`src/rtl/pwm2ch_pkg.sv`:
```
// Package: shared widths and register addresses of the two-channel set/clear PWM.
// Assumes a single write port that carries one register per cycle.
package pwm2ch_pkg;
    localparam int CNT_W  = 16;
    localparam int CTRL_W = 8;
    localparam int ADDR_W = 3;
    localparam int N_CH   = 2;

    localparam logic [ADDR_W-1:0] SEL_SET_A = 3'd0;
    localparam logic [ADDR_W-1:0] SEL_CLR_A = 3'd1;
    localparam logic [ADDR_W-1:0] SEL_SET_B = 3'd2;
    localparam logic [ADDR_W-1:0] SEL_CLR_B = 3'd3;
    localparam logic [ADDR_W-1:0] SEL_CTRL  = 3'd4;
    localparam logic [ADDR_W-1:0] SEL_RUN   = 3'd5;
    localparam logic [ADDR_W-1:0] SEL_COUNT = 3'd6;
endpackage

```
`src/rtl/pwm2ch_counter.sv`:
```
// Module: period counter. It counts up while run is high and returns to zero
// in the clock after it equals the limit. Assumes limit comes from a register.
module pwm2ch_counter #(
    parameter int W = 16
) (
    input  logic         clk,
    input  logic         rst_n,
    input  logic         run,
    input  logic [W-1:0] limit,
    output logic [W-1:0] cnt
);
    logic wrap;

    // Detect the end of the period.
    always_comb wrap = (cnt == limit);

    // Advance, wrap or hold the count.
    always_ff @(posedge clk) begin
        if (!rst_n)        cnt <= '0;
        else if (run)      cnt <= wrap ? '0 : cnt + 1'b1;
    end


    step_up_chk: assert property (@(posedge clk) disable iff (!rst_n)
        run && !wrap |=> cnt == W'($past(cnt) + 1'b1));

    wrap_zero_chk: assert property (@(posedge clk) disable iff (!rst_n)
        run && wrap |=> cnt == '0);

    frozen_cnt_chk: assert property (@(posedge clk) disable iff (!rst_n)
        !run |=> $stable(cnt));
endmodule

```
`src/rtl/pwm2ch_regs.sv`:
```
// Module: register file. It holds the compare values, the control byte and the
// run bit, and supplies the read mux. Control writes are taken only while
// stopped, and an accepted one raises load so the channels pick up their idle levels.
module pwm2ch_regs
    import pwm2ch_pkg::*;
#(
    parameter int W  = CNT_W,
    parameter int CW = CTRL_W,
    parameter int AW = ADDR_W,
    parameter int NC = N_CH
) (
    input  logic                 clk,
    input  logic                 rst_n,
    input  logic                 wr_en,
    input  logic [AW-1:0]        wr_addr,
    input  logic [W-1:0]         wr_data,
    input  logic [AW-1:0]        rd_addr,
    input  logic [W-1:0]         cnt,
    output logic [W-1:0]         rd_data,
    output logic                 run,
    output logic [NC-1:0][W-1:0] set_val,
    output logic [NC-1:0][W-1:0] clr_val,
    output logic [NC-1:0]        pol,
    output logic                 load,
    output logic [NC-1:0]        load_lvl
);
    logic [CW-1:0] ctrl_q;
    logic          ctrl_wr;

    // A control write counts only when the counter is stopped.
    always_comb ctrl_wr = wr_en && (wr_addr == SEL_CTRL) && !run;
    always_comb load = ctrl_wr;
    always_comb load_lvl = wr_data[NC-1:0];
    always_comb pol = ctrl_q[NC-1:0];

    // Store the control byte.
    always_ff @(posedge clk) begin
        if (!rst_n)       ctrl_q <= '0;
        else if (ctrl_wr) ctrl_q <= wr_data[CW-1:0];
    end

    // Store the run bit.
    always_ff @(posedge clk) begin
        if (!rst_n)                             run <= 1'b0;
        else if (wr_en && wr_addr == SEL_RUN)   run <= wr_data[0];
    end

    // Store the compare values: address 2*ch is set, 2*ch+1 is clear.
    for (genvar ch = 0; ch < NC; ch++) begin : g_cmp
        localparam logic [AW-1:0] SET_ADR = AW'(2 * ch);
        localparam logic [AW-1:0] CLR_ADR = AW'(2 * ch + 1);
        // Load this channel's set value.
        always_ff @(posedge clk) begin
            if (!rst_n)                          set_val[ch] <= '0;
            else if (wr_en && wr_addr == SET_ADR) set_val[ch] <= wr_data;
        end
        // Load this channel's clear value.
        always_ff @(posedge clk) begin
            if (!rst_n)                          clr_val[ch] <= '0;
            else if (wr_en && wr_addr == CLR_ADR) clr_val[ch] <= wr_data;
        end
    end

    // Read mux.
    always_comb begin
        case (rd_addr)
            SEL_SET_A: rd_data = set_val[0];
            SEL_CLR_A: rd_data = clr_val[0];
            SEL_SET_B: rd_data = set_val[1];
            SEL_CLR_B: rd_data = clr_val[1];
            SEL_CTRL:  rd_data = W'(ctrl_q);
            SEL_RUN:   rd_data = W'(run);
            SEL_COUNT: rd_data = cnt;
            default:   rd_data = '0;
        endcase
    end


    ctrl_hold_chk: assert property (@(posedge clk) disable iff (!rst_n)
        wr_en && wr_addr == SEL_CTRL && run |=> $stable(ctrl_q));
endmodule

```
`src/rtl/pwm2ch_channel.sv`:
```
// Module: one output channel. A clear match drives the idle level (= pol) and
// a set match drives the active level (= !pol). Clear wins a tie. load
// (only while stopped) forces load_lvl. The output holds while stopped.
module pwm2ch_channel #(
    parameter int W = 16
) (
    input  logic         clk,
    input  logic         rst_n,
    input  logic         run,
    input  logic [W-1:0] cnt,
    input  logic [W-1:0] set_val,
    input  logic [W-1:0] clr_val,
    input  logic         pol,
    input  logic         load,
    input  logic         load_lvl,
    output logic         out
);
    logic hit_set, hit_clr;

    // Compare the live count with both edges.
    always_comb begin
        hit_set = (cnt == set_val);
        hit_clr = (cnt == clr_val);
    end

    // Registered output level.
    always_ff @(posedge clk) begin
        if (!rst_n)               out <= 1'b0;
        else if (load)            out <= load_lvl;
        else if (run && hit_clr)  out <= pol;
        else if (run && hit_set)  out <= !pol;
    end


    clr_lvl_chk: assert property (@(posedge clk) disable iff (!rst_n)
        run && hit_clr |=> out == $past(pol));

    set_lvl_chk: assert property (@(posedge clk) disable iff (!rst_n)
        run && hit_set && !hit_clr |=> out == !$past(pol));

    load_lvl_chk: assert property (@(posedge clk) disable iff (!rst_n)
        load |=> out == $past(load_lvl));

    frozen_out_chk: assert property (@(posedge clk) disable iff (!rst_n)
        !run && !load |=> $stable(out));
endmodule

```
`src/rtl/pwm2ch_setclr.sv`:
```
// Module: top level of the two-channel set/clear PWM. It ties the register
// file, the shared counter and one channel per output together. Channel A's
// clear value sets the period.
module pwm2ch_setclr
    import pwm2ch_pkg::*;
#(
    parameter int W  = CNT_W,
    parameter int AW = ADDR_W
) (
    input  logic          clk,
    input  logic          rst_n,
    input  logic          wr_en,
    input  logic [AW-1:0] wr_addr,
    input  logic [W-1:0]  wr_data,
    input  logic [AW-1:0] rd_addr,
    output logic [W-1:0]  rd_data,
    output logic          pwm_a,
    output logic          pwm_b
);
    localparam int NC = N_CH;

    logic                 run, load;
    logic [W-1:0]         cnt;
    logic [NC-1:0][W-1:0] set_val, clr_val;
    logic [NC-1:0]        pol, load_lvl, outs;

    pwm2ch_regs #(.W(W), .CW(CTRL_W), .AW(AW), .NC(NC)) regs_i (
        .clk(clk), .rst_n(rst_n), .wr_en(wr_en), .wr_addr(wr_addr),
        .wr_data(wr_data), .rd_addr(rd_addr), .cnt(cnt), .rd_data(rd_data),
        .run(run), .set_val(set_val), .clr_val(clr_val), .pol(pol),
        .load(load), .load_lvl(load_lvl)
    );

    pwm2ch_counter #(.W(W)) cnt_i (
        .clk(clk), .rst_n(rst_n), .run(run), .limit(clr_val[0]), .cnt(cnt)
    );

    for (genvar ch = 0; ch < NC; ch++) begin : g_ch
        pwm2ch_channel #(.W(W)) ch_i (
            .clk(clk), .rst_n(rst_n), .run(run), .cnt(cnt),
            .set_val(set_val[ch]), .clr_val(clr_val[ch]), .pol(pol[ch]),
            .load(load), .load_lvl(load_lvl[ch]), .out(outs[ch])
        );
    end

    // Map the channel vector onto the named pins.
    always_comb begin
        pwm_a = outs[0];
        pwm_b = outs[1];
    end
endmodule

```
`config.mk`:
```
export PLATFORM = sky130hd
export DESIGN_NAME = pwm2ch_setclr
export DESIGN_NICKNAME = d
export VERILOG_FILES = /design/src/rtl/pwm2ch_pkg.sv /design/src/rtl/pwm2ch_counter.sv /design/src/rtl/pwm2ch_regs.sv /design/src/rtl/pwm2ch_channel.sv /design/src/rtl/pwm2ch_setclr.sv
export SDC_FILE = /design/constraint.sdc
export NUM_CORES = 1
export LEC_CHECK = 0
export CORE_MARGIN = 5
export CORE_UTILIZATION = 45
export CTS_CLUSTER_SIZE = 30
export DETAILED_ROUTE_END_ITERATION = 10
export DONT_BUFFER_PORTS = 1
export PLACE_DENSITY = 0.58
export SLEW_MARGIN = 20
export SYNTH_ARGS = -nofsm -noshare
export SYNTH_HDL_FRONTEND = slang
export SYNTH_SLANG_ARGS = --single-unit
export TNS_END_PERCENT = 1
```
`constraint.sdc`:
```
create_clock -name clk -period 6 [get_ports clk]
set_clock_uncertainty 0.2 [all_clocks]
set_input_delay 1.8 -clock clk [delete_from_list [all_inputs] [get_ports clk]]
set_output_delay 1.8 -clock clk [all_outputs]
set_load 0.01 [all_outputs]
```
### Word-level counts from Yosys, hierarchy flattened

Index checks and enable logic that the tools add are counted.

* $add $sub $neg: 1
* reductions and logical operators: 18
* multiplexer cells: 8
* equal/unequal tests: 15

Operator list (number)
* 16-bit case mux with 7 select lines: 1
* 16-bit equality test: 4
* 16-bit by 1-bit adder with 16-bit output, second input constant: 1
* 16-bit 2-to-1 mux: 1
* 3-bit equality test, second input constant: 5
* 3-bit by 2-bit equality test with 1-bit output, second input constant: 4
* 1-bit logical AND: 11
* 3-bit by 1-bit equality test with 1-bit output, second input constant: 2
* 3-bit logical NOT: 2
* 1-bit 2-to-1 mux: 6
* 3-bit nonzero test: 2
* 1-bit logical NOT: 3

* input port bits: 25
* word-level logic and storage cells: 51
* flip-flop bits (word level): 91

### Depth between registers and ports, before layout

* word-level depth: 5
* depth in mapped cells: 8
* gate-level depth less buffers: 7

### Hierarchy

From an unflattened synthesis, not the netlist that was laid out.

* cells, all modules: 605
* area total of the unflattened synthesis: 5211.2 um2

By module, submodules not included
* pwm2ch_regs: area an instance 3480.8 um2, seq. area each 1461.4 um2, times used 1, cells an instance 405
* pwm2ch_counter: area an instance 889.6 um2, seq. area each 320.3 um2, times used 1, cells an instance 100
* pwm2ch_channel: area an instance 420.4 um2, seq. area each 20.0 um2, times used 2, cells an instance 50

### Worst setup path before layout

OpenSTA, ideal clock, no wires.

* path type: input-to-output
* start: input port rd_addr[2]
* end: output port rd_data[10]
* stages on the path: 5
* arrival: 2.860 ns
* data required time: 4.000 ns
* buffers on the path: 2
* path slack: 1.140 ns
* cells stage by stage: clkbuf_1 -> nor2b_1 -> clkbuf_1 -> a22oi_1 -> o22ai_1

* word-level cells in the longest chain between the ends: 2

Ends and longest elaborated chain
* start, declared: RTL line pwm2ch_setclr.sv:15 `input logic [AW-1:0] rd_addr,`
* 3-bit equality test, or another cell as far along: RTL line pwm2ch_regs.sv:66 `case (rd_addr)`
* 16-bit case mux with 7 select lines *: RTL line pwm2ch_regs.sv:66
* end, declared: RTL line pwm2ch_setclr.sv:16 `output logic [W-1:0] rd_data,`

Every way passes the cells marked *; elsewhere a longest branch is shown, timed or not.

### Final worst setup path

* start: input port rd_addr[1]
* end: output port rd_data[14]

The elaborated chain is that of the path after synthesis.

==> tab_implementation.tex <==
\begin{tabular}{lr}
\hline
Metric & Value \\
\hline
\multicolumn{2}{l}{\textbf{Outcome}} \\
\quad Status & completed \\
\multicolumn{2}{l}{\textbf{Clock tree}} \\
\quad Number of buffers added to fix hold violations after cts & 0 \\
\quad Maximum clock insertion buffer count & 2 \\
\quad CTS tree & built \\
\quad Clk sinks & 91 \\
\quad H-tree levels & 3 \\
\quad Count of cells resized by post-cts repair & 0 \\
\quad Root Buffer Master & clkbuf\_8 \\
\quad TritonCTS buffer count & 9 \\
\quad Setup fix buffers added after clock tree synthesis & 0 \\
\quad Clock transition at the registers of the reported paths & 80 ps \\
\quad Clock latency on the worst-skew pair & 390 ps \\
\multicolumn{2}{l}{\textbf{Yosys}} \\
\quad Count of unique library cells instantiated by Yosys & 39 \\
\quad Fraction of synthesized cell area taken by the top area cell type & 37.2\% \\
\quad Top cell types by occurrence after synthesis & nand2\_1 (141), dfxtp\_1 (91), a21oi\_1 (82), xor2\_1 (51), nor2\_1 (49) \\
\quad Dominant cell by count in the synthesized netlist & nand2\_1 \\
\quad Post-Synthesis Cell Area & 4900 um2 \\
\quad \#FFs+latches synth & 91 \\
\quad Sequential element share of the synthesized area & 37.2\% \\
\quad Syn Area/Cell & 7.94 um2 \\
\quad Number of standard cells after synthesis & 617 \\
\quad Net count of the mapped netlist & 643 \\
\quad Post-synth EDFFs & 0 \\
\quad Largest area contributor in the netlist & dfxtp\_1 \\
\quad Most used flip-flop cell after synthesis & dfxtp\_1 \\
\quad Ranking of synthesized cells by area & dfxtp\_1 (37\%), nand2\_1 (11\%), xor2\_1 (9.1\%) \\
\quad Count of warnings emitted by yosys & 0 \\
\quad Share of flip-flops with an asynchronous set or reset & 0\% \\
\multicolumn{2}{l}{\textbf{Global routing}} \\
\quad Initial antenna violation count & 0 \\
\quad Largest net degree at the start of global routing & 54 \\
\quad Via count of the first global-routing pass & 4,029 \\
\quad Wire length of the first global-routing pass & 22.8 mm \\
\quad Global-route total usage across every layer & 23.1\% \\
\quad Total gr overflow & 0 \\
\multicolumn{2}{l}{\textbf{Power}} \\
\quad Clk network pwr share & 42.8\% \\
\quad Share of total power in combinational logic & 6.9\% \\
\quad Internal cell power & 947 uW \\
\quad Switching part of the total power & 24.0\% \\
\quad Power density of the placed cells & 245 nW/um2 \\
\quad Fraction of power consumed by sequential logic & between 50\% and 60\% \\
\quad Switch Pwr & 299 uW \\
\quad Worst VDD drop & between 0.15 and 0.2 mV \\
\quad Reported leakage power & 1.94 nW \\
\quad Final total power & 1.25 mW \\
\multicolumn{2}{l}{\textbf{Routing}} \\
\quad Met3 WL & 1.13 mm \\
\quad Number of DRC markers after the initial detailed-route iteration & 439 \\
\quad Number of detailed-route iterations in the first pass & 5 \\
\quad Via total after detailed routing & 4,161 \\
\quad DRC violation count after routing & 0 \\
\quad Top metal layer carrying routed signals & met4 \\
\quad Sum of routed wire segments on met1 & 6.34 mm \\
\quad Routed length on met2 & 6.80 mm \\
\quad Total Routed Length & $\sim$15 mm \\
\quad Via density per instance & 5.72 \\
\quad Antenna Nets Post-Route & 0 \\
\quad Post-detailed-route wirelength per cell & 20.2 um \\
\multicolumn{2}{l}{\textbf{Critical path}} \\
\quad Worst Path Max Fanout & 26 \\
\quad Worst setup SP type & input port \\
\quad Worst path required time & 4000 ps \\
\quad Standard cell with the maximum stage delay on the critical path & nor2\_1 \\
\quad Kind of end point of the critical path & output port \\
\quad Delay of the slowest cell on the worst path & around 630 ps \\
\quad CP Class & input port to output port \\
\quad Critical path cell sequence & inv\_1 -> nor2\_1 -> a21oi\_1 -> o22ai\_1 \\
\quad Arr. time, crit path & 3140 ps \\
\quad Cell type group with the largest total delay on the critical path & simple AND/OR/NAND/NOR gates \\
\quad Worst Path Buf+Inv & 1 \\
\multicolumn{2}{l}{\textbf{STA}} \\
\quad Max-slew violation count & 0 \\
\quad Setup-violating endpoint count in the final report & 0 \\
\quad Final hold vios & 0 \\
\quad Max-slew headroom at the worst pin & around a quarter \\
\quad Transition time at the pin with the least slew margin & 1110 ps \\
\quad Tightest hold margin & 288 ps \\
\quad Shortest clock period the worst path allows after layout & 5140 ps \\
\quad Post-Route Setup TNS & 0 ps \\
\quad Max Clk Rate & 195 MHz \\
\quad Final period util & 85.6\% \\
\quad Setup repair after global routing missed its margin & false \\
\multicolumn{2}{l}{\textbf{Cells and area}} \\
\quad \# diodes & 0 \\
\quad Share of post-route cells with drive strength above 1 & under 10\% \\
\quad Final net count & roughly 610 \\
\quad Utilization after layout & 47.4\% \\
\quad Final design area excluding fillers & 5100 um2 \\
\quad Area delta synth->final & 3.98\% \\
\multicolumn{2}{l}{\textbf{Floorplan}} \\
\quad Die H & $\sim$110 um \\
\quad Die width & 114 um \\
\quad Row count & 38 \\
\quad Starting utilization of the core area & between 40\% and 50\% \\
\quad Placeable core area & 10,700 um2 \\
\quad Total I/O pin count & 43 \\
\quad Total Die Area & 13,100 um2 \\
\multicolumn{2}{l}{\textbf{Hold path}} \\
\quad HP Class & flop to flop \\
\multicolumn{2}{l}{\textbf{Placed design}} \\
\quad HPWL after detailed placement & 10.1 mm \\
\quad Number of I/O port buffers & 0 \\
\quad Instance area after placement & a little under 5000 um2 \\
\quad Routability cong. & 0.944 \\
\multicolumn{2}{l}{\textbf{Flow run}} \\
\quad Number of maximum-capacitance constraint violations & 0 \\
\hline
\end{tabular}
-- cells by family after synthesis --
group / share of synthesized area [%]
flops: 37.2
simple gates: 20.8
compound gates: 14.0
xor+xnor: 13.9
mux: 7.33
fa+ha+maj: 0.255
buf+inv: 6.54
-- worst reg2reg max path, stage by stage (launching register included) --
cell and delay [ps]:
dfxtp_1 600, xor2_1 150, nor4_1 530, nand4_1 300, o31a_1 310, o31ai_1 200
-- registers in the layout (all words and copies together) (netlist names) --
register / count
g_ch.ch_i.out: 2
regs_i.run: 1
regs_i.clr_val: 32
regs_i.ctrl_q: 8
cnt_i.cnt: 16
regs_i.set_val: 32
-- path summary, 6_finish.rpt --
path | end | cells after the start | slack, ps | start
setup / recovery | rd_data[14] | 4 | 860 | rd_addr[1]
hold reg to reg | regs_i.set_val[7]$_SDFFE_PN0P_ | 2 | 290 | regs_i.set_val[7]$_SDFFE_PN0P_
setup reg to reg | g_ch[1].ch_i.out$_SDFFE_PN0P_ | 5 | 3630 | cnt_i.cnt[0]$_SDFFE_PN0P_
hold / removal | regs_i.set_val[7]$_SDFFE_PN0P_ | 2 | 290 | regs_i.set_val[7]$_SDFFE_PN0P_
-- per-stage QoR --
stage          cells  worst slack [ps]
2_1_floorplan    617              1140
3_3_place_gp     712              1020
3_5_place_dp     712               937
4_1_cts          728               941
5_1_grt          728               811
6_report         728               862
-- cell type report --
class                           count  area [um2]
Fill cell                        1089        5650
Multi-Input combinational cell    470        2780
Sequential cell                    91        1820
Tap cell                          140         175
Clock buffer                       11         151
Clock inverter                      5         108
Timing Repair Buffer                6        45.0
Inverter                            5        18.8
-- metal layers --
metal,track usage (%),vias to the layer above
li1,-,1995
met1,30.3,2003
met2,35.9,135
met3,7.08,28
met4,8.31,0
met5,0,-
-- power groups by stage --
stage | sequential (mW) | combinational, mW | clock [mW]
floorplan | 0.636 | 0.0729 | 0
global placement | 0.640 | 0.0832 | 0
detailed placement | 0.641 | 0.0851 | 0
CTS | 0.626 | 0.0852 | 0.544
global route | 0.628 | 0.0933 | 0.571
finish | 0.627 | 0.0863 | 0.533
-- layout by cell type (no fill, tap or decap), types with 4 or more instances in the layout --
master	n
o22ai_1	8
nor2_1	48
buf_4	6
nand4_1	9
nor3_1	5
nand3_1	6
mux2i_1	28
clkbuf_8	11
nand2_1	141
xnor2_1	27
a22oi_1	9
a21oi_1	82
o21ai_0	6
xor2_1	51
a211oi_1	4
nor4_1	10
nand2b_1	4
dfxtp_1	91
inv_1	4
(Power assumes the default switching activity.)
